## config.mk

```make
export PLATFORM = sky130hd
export DESIGN_NAME = nsyn_top
export DESIGN_NICKNAME = d
export VERILOG_FILES = /design/src/rtl/nsyn_pkg.sv /design/src/rtl/nsyn_classify.sv /design/src/rtl/nsyn_ctrl.sv /design/src/rtl/nsyn_top.sv
export SDC_FILE = /design/constraint.sdc
export NUM_CORES = 1
export LEC_CHECK = 0
export BUFFER_PORTS_ARGS = -buffer_cell sky130_fd_sc_hd__clkbuf_2
export CAP_MARGIN = 20
export CORE_ASPECT_RATIO = 0.7
export CORE_MARGIN = 2
export CORE_UTILIZATION = 51
export CTS_BUF_LIST = sky130_fd_sc_hd__clkbuf_16
export DETAILED_ROUTE_END_ITERATION = 12
export HOLD_SLACK_MARGIN = 0.08
export PLACE_DENSITY = 0.84
export SLEW_MARGIN = 15
export SYNTH_ARGS = -nofsm -noshare
export SYNTH_HDL_FRONTEND = slang
export SYNTH_SLANG_ARGS = --single-unit
```

## constraint.sdc

```tcl
create_clock -name clk -period 15.05 [get_ports clk]
set_input_delay 1.505 -clock clk [delete_from_list [all_inputs] [get_ports clk]]
set_output_delay 1.505 -clock clk [all_outputs]
set_load 0.05 [all_outputs]
```

## src/rtl/nsyn_pkg.sv

```systemverilog
package nsyn_pkg;
  localparam int BYTE_W  = 8;
  localparam int CODE_B  = 3;
  localparam int CODE_W  = BYTE_W * CODE_B;
  localparam int ADDR_W  = 8;
  localparam int BIT_W   = 3;
  localparam int PAIRS   = BYTE_W / 2;

  typedef enum logic [1:0] {
    RES_CLEAN = 2'd0,
    RES_DATA  = 2'd1,
    RES_CODE  = 2'd2,
    RES_BAD   = 2'd3
  } res_e;

  typedef enum logic [2:0] {
    ST_IDLE, ST_CLASS, ST_RD, ST_WR, ST_DONE
  } st_e;
endpackage

```

## src/rtl/nsyn_classify.sv

```systemverilog
module nsyn_classify
  import nsyn_pkg::*;
(
  input  logic [CODE_W-1:0] stored,
  input  logic [CODE_W-1:0] calc,
  output res_e              kind,
  output logic [ADDR_W-1:0] addr,
  output logic [BIT_W-1:0]  bitpos,
  output logic [CODE_W-1:0] repl
);
  logic [CODE_W-1:0] syn;
  logic [BYTE_W-1:0] s0, s1, s2;
  logic [PAIRS-1:0]  pr0, pr1;
  logic [PAIRS-2:0]  pr2;
  logic [$clog2(CODE_W+1)-1:0] ones;

  assign syn = stored ^ calc;
  assign s0  = syn[BYTE_W-1:0];
  assign s1  = syn[2*BYTE_W-1:BYTE_W];
  assign s2  = syn[3*BYTE_W-1:2*BYTE_W];

  // Pair tests and position bits, one slice per bit pair.
  for (genvar k = 0; k < PAIRS; k++) begin : g_pair
    assign pr0[k]          = s0[2*k+1] ^ s0[2*k];
    assign pr1[k]          = s1[2*k+1] ^ s1[2*k];
    assign addr[PAIRS + k] = s0[2*k+1];
    assign addr[k]         = s1[2*k+1];
    if (k > 0) begin : g_hi
      assign pr2[k-1]    = s2[2*k+1] ^ s2[2*k];
      assign bitpos[k-1] = s2[2*k+1];
    end
  end

  always_comb begin
    ones = '0;
    for (int i = 0; i < CODE_W; i++) ones = ones + syn[i];
  end

  always_comb begin
    if (syn == '0)                 kind = RES_CLEAN;
    else if (&{pr0, pr1, pr2})     kind = RES_DATA;
    else if (ones == 1)            kind = RES_CODE;
    else                           kind = RES_BAD;
  end

  assign repl = (kind == RES_CODE) ? calc : stored;
endmodule

```

## src/rtl/nsyn_ctrl.sv

```systemverilog
module nsyn_ctrl
  import nsyn_pkg::*;
#(
  parameter bit FIXUP_EN = 1'b1
) (
  input  logic              clk,
  input  logic              rst_n,
  input  logic              chk_valid,
  output logic              chk_ready,
  input  logic [CODE_W-1:0] stored_in,
  input  logic [CODE_W-1:0] calc_in,
  output logic [CODE_W-1:0] stored_q,
  output logic [CODE_W-1:0] calc_q,
  input  res_e              kind,
  input  logic [ADDR_W-1:0] addr,
  input  logic [BIT_W-1:0]  bitpos,
  input  logic [CODE_W-1:0] repl,
  output logic              res_valid,
  output logic [1:0]        res_code,
  output logic [ADDR_W-1:0] fix_addr,
  output logic [BIT_W-1:0]  fix_bit,
  output logic [CODE_W-1:0] repl_code,
  output logic [ADDR_W-1:0] buf_addr,
  output logic              buf_rd,
  input  logic [BYTE_W-1:0] buf_rdata,
  output logic              buf_wr,
  output logic [BYTE_W-1:0] buf_wdata
);
  st_e  st, st_nx;
  res_e code_q;
  logic take;

  assign chk_ready = (st == ST_IDLE);
  assign take      = chk_valid && chk_ready;

  always_comb begin
    st_nx = st;
    unique case (st)
      ST_IDLE:  if (take) st_nx = ST_CLASS;
      ST_CLASS: st_nx = (FIXUP_EN && kind == RES_DATA) ? ST_RD : ST_DONE;
      ST_RD:    st_nx = ST_WR;
      ST_WR:    st_nx = ST_DONE;
      ST_DONE:  st_nx = ST_IDLE;
      default:  st_nx = ST_IDLE;
    endcase
  end

  always_ff @(posedge clk) begin
    if (!rst_n) begin
      st        <= ST_IDLE;
      stored_q  <= '0;
      calc_q    <= '0;
      code_q    <= RES_CLEAN;
      fix_addr  <= '0;
      fix_bit   <= '0;
      repl_code <= '0;
    end else begin
      st <= st_nx;
      if (take) begin
        stored_q <= stored_in;
        calc_q   <= calc_in;
      end
      if (st == ST_CLASS) begin
        code_q    <= kind;
        fix_addr  <= addr;
        fix_bit   <= bitpos;
        repl_code <= repl;
      end
    end
  end

  assign res_valid = (st == ST_DONE);
  assign res_code  = code_q;
  assign buf_addr  = fix_addr;

  if (FIXUP_EN) begin : g_fix
    assign buf_rd    = (st == ST_RD);
    assign buf_wr    = (st == ST_WR);
    assign buf_wdata = buf_rdata ^ (BYTE_W'(1) << fix_bit);
  end else begin : g_nofix
    logic unused_rd;
    assign unused_rd = ^buf_rdata;
    assign buf_rd    = 1'b0;
    assign buf_wr    = 1'b0;
    assign buf_wdata = '0;
  end

  // result strobe lasts a single cycle
  a_r2_one_pulse: assert property (@(posedge clk) disable iff (!rst_n)
    res_valid |=> !res_valid);
  // each read is followed by its write
  a_r7_rd_then_wr: assert property (@(posedge clk) disable iff (!rst_n)
    buf_rd |=> buf_wr);
  // writes happen only for a data-bit result
  a_r8_wr_only_data: assert property (@(posedge clk) disable iff (!rst_n)
    buf_wr |-> (code_q == RES_DATA));
  // busy once a check is taken
  a_r9_busy: assert property (@(posedge clk) disable iff (!rst_n)
    take |=> !chk_ready);
  // ECC field repair differs from the stored code in one bit
  a_r5_one_bit_repl: assert property (@(posedge clk) disable iff (!rst_n)
    (res_valid && code_q == RES_CODE) |-> ($countones(repl_code ^ stored_q) == 1));
endmodule

```

## src/rtl/nsyn_top.sv

```systemverilog
module nsyn_top
  import nsyn_pkg::*;
#(
  parameter bit FIXUP_EN = 1'b1
) (
  input  logic        clk,
  input  logic        rst_n,
  input  logic        chk_valid,
  output logic        chk_ready,
  input  logic [23:0] stored_code,
  input  logic [23:0] calc_code,
  output logic        res_valid,
  output logic [1:0]  res_code,
  output logic [7:0]  fix_addr,
  output logic [2:0]  fix_bit,
  output logic [23:0] repl_code,
  output logic [7:0]  buf_addr,
  output logic        buf_rd,
  input  logic [7:0]  buf_rdata,
  output logic        buf_wr,
  output logic [7:0]  buf_wdata
);
  logic [CODE_W-1:0] stored_q, calc_q, repl;
  res_e              kind;
  logic [ADDR_W-1:0] addr;
  logic [BIT_W-1:0]  bitpos;

  nsyn_classify u_cls (
    .stored (stored_q),
    .calc   (calc_q),
    .kind   (kind),
    .addr   (addr),
    .bitpos (bitpos),
    .repl   (repl)
  );

  nsyn_ctrl #(.FIXUP_EN(FIXUP_EN)) u_ctl (
    .clk       (clk),
    .rst_n     (rst_n),
    .chk_valid (chk_valid),
    .chk_ready (chk_ready),
    .stored_in (stored_code),
    .calc_in   (calc_code),
    .stored_q  (stored_q),
    .calc_q    (calc_q),
    .kind      (kind),
    .addr      (addr),
    .bitpos    (bitpos),
    .repl      (repl),
    .res_valid (res_valid),
    .res_code  (res_code),
    .fix_addr  (fix_addr),
    .fix_bit   (fix_bit),
    .repl_code (repl_code),
    .buf_addr  (buf_addr),
    .buf_rd    (buf_rd),
    .buf_rdata (buf_rdata),
    .buf_wr    (buf_wr),
    .buf_wdata (buf_wdata)
  );
endmodule

```

* After elaboration in Yosys (flattened, before gate mapping) *
Cells that the tools add are included.

storage, ports and cells
  logic and storage cells = 63
  register bits = 88
  output and inout bits = 57

operators by class
  reduce and logical (&&, ||, !) cells = 4
  $add $sub $neg = 23
  bitwise logic cells = 13
  equal/unequal tests = 8
  muxes and demuxes = 7
  shifts and indexed selects = 1

operators by type and width
  cell                                                                   number
  5-bit by 1-bit adder with 5-bit output                                 22
  24-bit zero test                                                       1
  24-bit 2-to-1 mux                                                      1
  24-bit XOR                                                             1
  3-bit case mux with 4 select lines                                     1
  11-bit AND reduction                                                   1
  1-bit XOR                                                              11
  1-bit by 3-bit << shifter with 8-bit output, first input constant      1
  8-bit XOR                                                              1
  3-bit by 2-bit equality test with 1-bit output, second input constant  2
  3-bit 2-to-1 mux                                                       2
  5-bit by 1-bit equality test with 1-bit output, second input constant  1
  2-bit 2-to-1 mux                                                       2
  3-bit by 1-bit equality test with 1-bit output, second input constant  1
  3-bit equality test, second input constant                             1
  3-bit zero test                                                        1
  1-bit by 1-bit adder with 2-bit output                                 1
  2-bit by 1-bit equality test with 1-bit output, second input constant  1
  2-bit equality test, second input constant                             1
  2-bit != test, second input constant                                   1
  1-bit logical AND                                                      1
  1-bit 2-to-1 mux                                                       1

* Depth between registers and ports, before layout *
Gate-level depths: netlist of the first run.

  depth after elaboration = 31
  depth in mapped cells = 20
  depth with buffers taken out = 18

* By module *
Synthesis of the first run repeated with hierarchy kept, for this count alone.

second synthesis, totals
  cell total of the unflattened synthesis = 552
  area total of the unflattened synthesis = 5,149.9 µm²

modules (own cells, without submodules)
  module         times used  seq. area each (µm²)  area an instance (µm²)  cells each
  nsyn_ctrl      1           1,761.7               3,747.3                 415
  nsyn_classify  1           0.0                   1,402.6                 137

* Worst setup path before layout of the first run *
Ideal clock, no wire load.

  kind = register to register
  start = register u_ctl.calc_q[0]
  end = register u_ctl.repl_code[13]
  library setup time = 122 ps
  stages on the path, launching flop included = 19
  setup slack = 9,765 ps
  path buffers = 1
  arrival = 5,164 ps
  clock period less this slack = 5,285 ps
  cell sequence = dfxtp_1 -> xor2_1 -> inv_1 -> ha_1 -> fa_1 -> inv_1 -> fa_1 -> fa_1 -> fa_1 -> inv_1 -> fa_1 -> inv_1 -> fa_1 -> fa_1 -> nor3b_1 -> nand4b_1 -> buf_2 -> o21ai_0 -> a21oi_1

on the way
  word-level cells in the longest chain between the ends = 30
  elaborated cells on any way between the ends = 33

ends and longest elaborated chain
  item                                                   line                 text
  start, declared                                        nsyn_ctrl.sv:13      output logic [CODE_W-1:0] calc_q,
  start signal, assigned                                 nsyn_ctrl.sv:61      calc_q <= calc_in;
  24-bit XOR *                                           nsyn_classify.sv:17  assign syn = stored ^ calc;
  1-bit by 1-bit adder with 2-bit output                 nsyn_classify.sv:36  for (int i = 0; i < CODE_W; i++) ones = ones + syn[i];
  5-bit by 1-bit adder with 5-bit output (22 in series)  nsyn_classify.sv:36
  5-bit by 1-bit equality test with 1-bit output         nsyn_classify.sv:42  else if (ones == 1) kind = RES_CODE;
  1-bit 2-to-1 mux                                       nsyn_classify.sv:42
  2-bit 2-to-1 mux                                       nsyn_classify.sv:41  else if (&{pr0, pr1, pr2}) kind = RES_DATA;
  2-bit 2-to-1 mux *                                     nsyn_classify.sv:40  if (syn == '0) kind = RES_CLEAN;
  2-bit equality test *                                  nsyn_classify.sv:46  assign repl = (kind == RES_CODE) ? calc : stored;
  24-bit 2-to-1 mux *                                    nsyn_classify.sv:46
  end signal, assigned                                   nsyn_ctrl.sv:67      repl_code <= repl;
  end, declared                                          nsyn_ctrl.sv:22      output logic [CODE_W-1:0] repl_code,

Mark *: on every way between the ends. The rest lies on a longest branch, timed or not.
A chain may end at the register's enable or synchronous reset.

* Worst setup path after layout of the first run *
  start = register u_ctl.stored_q[1]
  end = register u_ctl.repl_code[1]

on the way
  word-level cells in the longest chain between the ends = 30
  elaborated cells on any way between the ends = 33

ends and longest elaborated chain
  item                                                   line                 text
  start, declared                                        nsyn_ctrl.sv:12      output logic [CODE_W-1:0] stored_q,
  start signal, assigned                                 nsyn_ctrl.sv:60      stored_q <= stored_in;
  24-bit XOR                                             nsyn_classify.sv:17
  1-bit by 1-bit adder with 2-bit output                 nsyn_classify.sv:36
  5-bit by 1-bit adder with 5-bit output (22 in series)  nsyn_classify.sv:36
  5-bit by 1-bit equality test with 1-bit output         nsyn_classify.sv:42
  1-bit 2-to-1 mux                                       nsyn_classify.sv:42
  2-bit 2-to-1 mux                                       nsyn_classify.sv:41
  2-bit 2-to-1 mux                                       nsyn_classify.sv:40
  2-bit equality test                                    nsyn_classify.sv:46
  24-bit 2-to-1 mux *                                    nsyn_classify.sv:46

Marked as above.

==> results.md, run 1 <==
- Crit Reg-Reg Startpoint: u_ctl.stored_q[1]
- Fin worst setup slack: 8.72 ns
- Sw Pwr: 0.503 mW
- Worst skew pair latency: 0.34 ns
- Crit path to: u_ctl.repl_code[1]
- CTS tree: done
- Worst-Margin Slew: 1.14 ns
- CTS buffer count: 9
- P_int: 0.533 mW
- Dpl ws: 8.69 ns
- Initial antenna violation count: 0
- I/O pins: 116
- Via density: 5.53
- Post-CTS setup buffers: 0
- Die extent in y: 84.1 um
- Setup TNS: 0 ns
- 1st-pass router iterations: 5
- Global-route wire length before repair: 19700 um
- # diodes: 0
- Status: complete, no violations
- Crit path from: u_ctl.stored_q[1]
- Commonest non-fill, non-tap cells in the layout: 116 x nand2_1, 115 x clkbuf_2, 88 x dfxtp_1, 46 x a21boi_0, 41 x o21ai_0
- Headroom to the max-slew limit: 23.8%
- Worst Setup Start Kind: flip-flop
- CP cell instances: xnor2_1 > ha_1 > fa_1 > inv_1 > fa_1 > fa_1 > fa_1 > inv_1 > fa_1 > inv_1 > fa_1 > fa_1 > nor3b_1 > and4b_1 > a31oi_1 > a21oi_1
- Maximum clock frequency: 158 MHz
- Chip Width: 118 um
- Worst-path fanout max: 24
- CTS resizes: 0
- Share of cells above drive strength 1: 21.9%
- Post-Syn Instances: 545
- Number of fill cells: 807
- Worst path arrival time: 6.60 ns
- Post-synthesis cell type count: 38
- GP Congestion: 0.921
- Switching Share: 48.6%
- Worst-case vdd ir drop: 0.108 mV
- Routed Antenna Nets: 0
- Synth-to-layout area growth: 16.9%
- Clock transition at the registers of the reported paths: 0.06 ns
- Gate power share: 53.9%
- Clk_skew: 0.00872 ns
- RSZ-0062 raised after global routing: no
- Clock network power share: 19.8%
- Initial DRC Count: 241
- Most used cell along the critical path: fa_1
- Synth Cell Area: 0.00467 mm^2
- Reg2Reg Depth: 16
- Root Driver: clkbuf_16
- CP endpoint kind: flip-flop
- Reg power frac: 26.3%
- End of the worst register-to-register path: u_ctl.repl_code[1]
- Post-layout min period: 6.33 ns
- Final Setup Violations: 0
- Fin crit share: 42.1%
- CTS H-tree depth: 3
- Post-Syn Nets: 639
- Synth Area per Inst: 8.57 um^2
- # rows: 29
- Max_cap viols: 0
- Slew Limit Fails: 0
- Drt drc: 0
- Vias in the first global route: 4110
- WP data required: 15.32 ns
- Die area: 0.00995 mm^2
- P per Cell Area: 190 mW/mm^2
- Vias: 4192
- Leakage Power: 2.55 nW
- Global Route Usage Sum: 24.8%
- Largest stage delay, worst path: 1.01 ns
- Final-report hold violation count: 0
- Core Region: 0.00900 mm^2
- Post-DP HPWL: 8310 um
- Most common cell after layout, fill and taps aside: nand2_1
- CP max-delay cell: and4b_1
- CTS Sinks: 88
- Worst hold path class: flip-flop to flip-flop
- Seq/Total Area, Yosys: 37.7%
- Warnings, synthesis: 0
- Crit Path Class: flip-flop to flip-flop
- Largest net degree at the start of global routing: 87
- PortBufs: 115
- CTS Buffer Depth: 2
- Seq cells post-synth: 88
- Wire per inst: 15.9 um
- Reg-to-reg slack, setup: 8.72 ns
- Drt total wl: 12100 um
- Cts hold-fix bufs: 0
- Nets@finish: 723
- Initial Util: 51.9%
- Total gr overflow: 0
[how the worst min path moves through the flow]
| stage | from | to | slack, ns | cells past startpoint |
|---|---|---|---|---|
| after floorplan | u_ctl.calc_q[4] | u_ctl.calc_q[4] | 0.46 | 2 |
| after global placement | u_ctl.res_code[0] | u_ctl.res_code[0] | 0.45 | 2 |
| after detailed placement | u_ctl.res_code[0] | u_ctl.res_code[0] | 0.46 | 2 |
| after CTS | u_ctl.res_code[0] | u_ctl.res_code[0] | 0.47 | 2 |
| after global routing | u_ctl.res_code[0] | u_ctl.res_code[0] | 0.49 | 2 |
| final | u_ctl.res_code[0] | u_ctl.res_code[0] | 0.46 | 2 |
[kinds of logic (layout without fill, tap and decap cells)]
| logic type | Yosys count | in the layout | share of synthesized area [%] |
|---|---|---|---|
| AOI/OAI and AO/OA | 160 | 160 | 21.9 |
| xor gates and xnor gates | 32 | 32 | 6.00 |
| adders and majority gates | 35 | 35 | 12.1 |
| buffers and inverters | 79 | 168 | 8.09 |
| DFF | 88 | 88 | 37.7 |
| and+or+nand+nor | 151 | 151 | 14.2 |
[registers in the layout, summed over array words and instances (netlist names)]
register	count
u_ctl.buf_addr	8
u_ctl.calc_q	24
u_ctl.fix_bit	3
u_ctl.repl_code	24
u_ctl.res_code	2
u_ctl.st	3
u_ctl.stored_q	24
[synthesized netlist by cell type (all sizes together)]
library cell / count / share of area, %
a21boi: 49 / 7.9
a21oi: 24 / 2.6
a31oi: 25 / 3.3
and2: 4 / 0.56
and3: 1 / 0.13
and4b: 1 / 0.21
buf: 28 / 4.0
clkbuf: 19 / 1.5
dfxtp: 88 / 38
fa: 17 / 7.3
ha: 18 / 4.8
inv: 32 / 2.6
nand2: 116 / 9.3
nand3: 4 / 0.43
nand3b: 2 / 0.32
nand4: 4 / 0.67
nand4b: 1 / 0.19
nor2: 7 / 0.56
nor2b: 1 / 0.13
nor3: 6 / 0.99
nor3b: 4 / 0.64
o211a: 11 / 2.4
o21ai: 47 / 5.0
o21ba: 1 / 0.21
o311ai: 1 / 0.19
o31ai: 2 / 0.32
xnor2: 21 / 3.9
xor2: 11 / 2.1
[metrics by stage]
stage               hold slack [ns]  power, mW  utilization, %  cell area (um^2)  std cells
floorplan                     0.461      0.732               -              4670        545
global placement              0.450      0.753            57.5              5170        741
detailed placement            0.460      0.791            57.5              5170        741
CTS                           0.469       1.00            60.5              5450        757
global route                  0.491       1.09            60.7              5460        758
finish                        0.464       1.04            60.7              5460        758
[critical path, delay by kind of cell, from the launching register on]
family,cells,cell delay (ns)
xor gates and xnor gates,1,0.33
DFF,1,0.33
and+or+nand+nor,2,1.28
buffers and inverters,3,0.15
adders and majority gates,8,3.72
AOI/OAI and AO/OA,2,0.44
[power groups by stage]
stage,sequential (mW),clock (mW),combinational (mW)
floorplan,0.314,0,0.418
global placement,0.276,0,0.477
detailed placement,0.277,0,0.514
CTS,0.272,0.208,0.519
global route,0.275,0.218,0.598
finish,0.273,0.205,0.558
[per-layer routing]
metal	vias up	GRT usage [%]	part of all wire [%]
met3	15	7.51	8.4
li1	1986	-	-
met4	0	5.63	0.95
met2	190	40.6	45
met1	2001	32.4	45
met5	-	0	0
[layout make-up]
cell class	instances	area (um^2)	area share, %
multi-input cells	378	2530	46.4
flip-flops and latches	88	1760	32.3
repair buffers	120	617	11.3
clock buffers	9	225	4.13
well taps	124	155	2.84
inverters	32	120	2.20
clock inverters	7	48.8	0.894
Note: power is estimated with default switching activity, not from simulation.
==> run 2: changes to the inputs <==
--- a/config.mk
+++ b/config.mk
@@ -9,11 +9,11 @@
 export CAP_MARGIN = 20
 export CORE_ASPECT_RATIO = 0.7
 export CORE_MARGIN = 2
-export CORE_UTILIZATION = 51
+export CORE_UTILIZATION = 48
 export CTS_BUF_LIST = sky130_fd_sc_hd__clkbuf_16
 export DETAILED_ROUTE_END_ITERATION = 12
 export HOLD_SLACK_MARGIN = 0.08
-export PLACE_DENSITY = 0.84
+export PLACE_DENSITY = 0.83
 export SLEW_MARGIN = 15
 export SYNTH_ARGS = -nofsm -noshare
 export SYNTH_HDL_FRONTEND = slang
==> constraint.sdc (replaced) <==
create_clock -name clk -period 5.5 [get_ports clk]
set_input_delay 0.55 -clock clk [delete_from_list [all_inputs] [get_ports clk]]
set_output_delay 0.55 -clock clk [all_outputs]
set_load 0.05 [all_outputs]
==> run 2 against run 1 <==
Compared with the run above: setup slack got worse by 8.7 ns; power increased to 3.7 times the previous value; count of clock-buffer cells in the layout unchanged.
==> results.md, run 2 (synthesis gave the netlist of run 1 again) <==
- Status: complete, no violations
- Sw Pwr: 1.65 mW (+230%)
- Total gr overflow: 0 (unchanged)
- Initial Util: 48.8% (-3.1 points)
- Reg power frac: 19.6% (-6.7 points)
- Commonest non-fill, non-tap cells in the layout: 116 x nand2_1, 115 x clkbuf_2, 85 x dfxtp_1, 46 x a21boi_0, 40 x o21ai_0
- WP data required: 5.77 ns (-9.55 ns)
- Crit Path Class: flip-flop to flip-flop
- Initial antenna violation count: 0 (unchanged)
- Most common cell after layout, fill and taps aside: nand2_1
- CTS buffer count: 9 (unchanged)
- Nets@finish: 733 (+1.4%)
- Leakage Power: 2.66 nW (+4.1%)
- CTS Sinks: 88 (unchanged)
- GP Congestion: 0.885 (-3.9%)
- P_int: 2.19 mW (+310%)
- Core Region: 0.00957 mm^2 (+6.4%)
- Most used cell along the critical path: fa_1
- CP endpoint kind: flip-flop
- Largest stage delay, worst path: 0.54 ns (-0.47 ns)
- Clock network power share: 17.1% (-2.7 points)
- Worst-case vdd ir drop: 0.431 mV (+300%)
- Final-report hold violation count: 0 (unchanged)
- Headroom to the max-slew limit: 34.1% (+10 points)
- CP max-delay cell: fa_2
- Slew Limit Fails: 0 (unchanged)
- # diodes: 0 (unchanged)
- Wire per inst: 16.4 um (+3.0%)
- P per Cell Area: 670 mW/mm^2 (+250%)
- Worst-Margin Slew: 0.986 ns (-0.156 ns)
- Share of cells above drive strength 1: 25.0% (+3.1 points)
- CTS tree: done
- Routed Antenna Nets: 0 (unchanged)
- Worst skew pair latency: 0.34 ns (about the same)
- Clk_skew: 0.00899 ns (+0.000274 ns)
- Post-DP HPWL: 8620 um (+3.7%)
- Die area: 0.0105 mm^2 (+6.0%)
- I/O pins: 116 (unchanged)
- Synth-to-layout area growth: 22.6%
- Worst path arrival time: 5.75 ns (-0.85 ns)
- RSZ-0062 raised after global routing: yes
- Fin crit share: 99.6% (+58 points)
- Max_cap viols: 0 (unchanged)
- Vias in the first global route: 4041 (-1.7%)
- Dpl ws: -0.158 ns (-8.84 ns)
- Vias: 4276 (+2.0%)
- Fin worst setup slack: 0.0229 ns (-8.70 ns)
- CP cell instances: xnor2_2 > ha_4 > fa_1 > inv_1 > fa_1 > fa_1 > fa_1 > inv_1 > fa_1 > inv_1 > fa_2 > fa_2 > nor3b_4 > and4b_2 > buf_6 > clkbuf_16 > a31oi_1 > a21oi_1
- Post-layout min period: 5.48 ns (-0.855 ns)
- Final Setup Violations: 0 (unchanged)
- Chip Width: 122 um (+3.0%)
- # rows: 30 (+3.4%)
- PortBufs: 115 (unchanged)
- Worst-path fanout max: 6 (-75%)
- Drt drc: 0 (unchanged)
- Largest net degree at the start of global routing: 53 (-39%)
- Via density: 5.54 (+0.15%)
- Regs by FF count: u_ctl.calc_q x24, u_ctl.repl_code x24, u_ctl.stored_q x24
- Gate power share: 63.3% (+9.4 points)
- 1st-pass router iterations: 5 (unchanged)
- Initial DRC Count: 266 (+10%)
- Design Power: 3.84 mW (+270%)
- Worst hold path class: input port to flip-flop
- Root Driver: clkbuf_16
- Global-route wire length before repair: 19300 um (-2.0%)
- Die extent in y: 86.5 um (+2.9%)
- CTS Buffer Depth: 2 (unchanged)
- Cts hold-fix bufs: 0 (unchanged)
- Maximum clock frequency: 183 MHz (+16%)
- Worst Setup Start Kind: flip-flop
- Switching Share: 43.0% (-5.5 points)
- CTS H-tree depth: 3 (unchanged)
- Drt total wl: 12600 um (+4.9%)
- Clock transition at the registers of the reported paths: 0.06 ns (about the same)
- Global Route Usage Sum: 23.3% (-1.6 points)
run 2: layout make-up:
cell class | count | area, um^2
Clock buffer | 9 | 225
Clock inverter | 7 | 93.8
Fill cell | 813 | 3850
Inverter | 32 | 120
Multi-Input combinational cell | 378 | 2590
Timing Repair Buffer | 130 | 763
Tap cell | 128 | 160
Sequential cell | 88 | 1770
run 2: final timing paths:
path,slack [ns],endpoint,from,cells past startpoint
setup / recovery,0.02,u_ctl.repl_code[9],u_ctl.calc_q[1],18
hold / removal,0.44,u_ctl.stored_q[3],stored_code[3],3
setup reg to reg,0.02,u_ctl.repl_code[9],u_ctl.calc_q[1],18
hold reg to reg,0.49,u_ctl.res_code[0],u_ctl.res_code[0],2
run 2: routing by layer:
metal | vias up | global-route usage (%) | routed length (um)
met5 | - | 0 | 0
met4 | 0 | 8.46 | 263
met3 | 27 | 6.32 | 1250
met2 | 230 | 35.1 | 5620
met1 | 2008 | 32.1 | 5520
li1 | 2011 | - | -
run 2: worst max-delay path, delay by kind of cell (launching register included):
kind | cells | cell delay, ns
xor+xnor | 1 | 0.28
simple gates | 2 | 0.47
flops | 1 | 0.34
compound gates | 2 | 0.28
buf+inv | 5 | 0.43
fa+ha+maj | 8 | 3.61
run 2: repair_timing:
item                                    in CTS  in global routing
buffers inserted                             2                  2
gates cloned                                 1                  2
endpoints found under the setup margin      24                 24
resized for setup                            7                 13
pin swaps                                    6                 15
run 2: power by group through the flow:
stage / Clock [mW] / Combinational (mW) / Sequential, mW
2_1_floorplan: 0 / 1.14 / 0.858
3_3_place_gp: 0 / 1.49 / 0.759
3_5_place_dp: 0 / 1.59 / 0.762
4_1_cts: 0.657 / 1.92 / 0.749
5_1_grt: 0.686 / 2.56 / 0.756
6_report: 0.656 / 2.43 / 0.751
run 2: per-stage QoR:
step,hold slack (ns),utilization (%),instance area [um^2],TNS (ns),std cells
3_3_place_gp,0.441,54.5,5220,0,749
4_1_cts,0.440,58.6,5610,0,768
5_1_grt,0.445,59.8,5730,-1.70,772
6_report,0.438,59.8,5730,0,772
2_1_floorplan,0.461,-,4670,0,545
3_5_place_dp,0.455,54.5,5220,-3.27,749
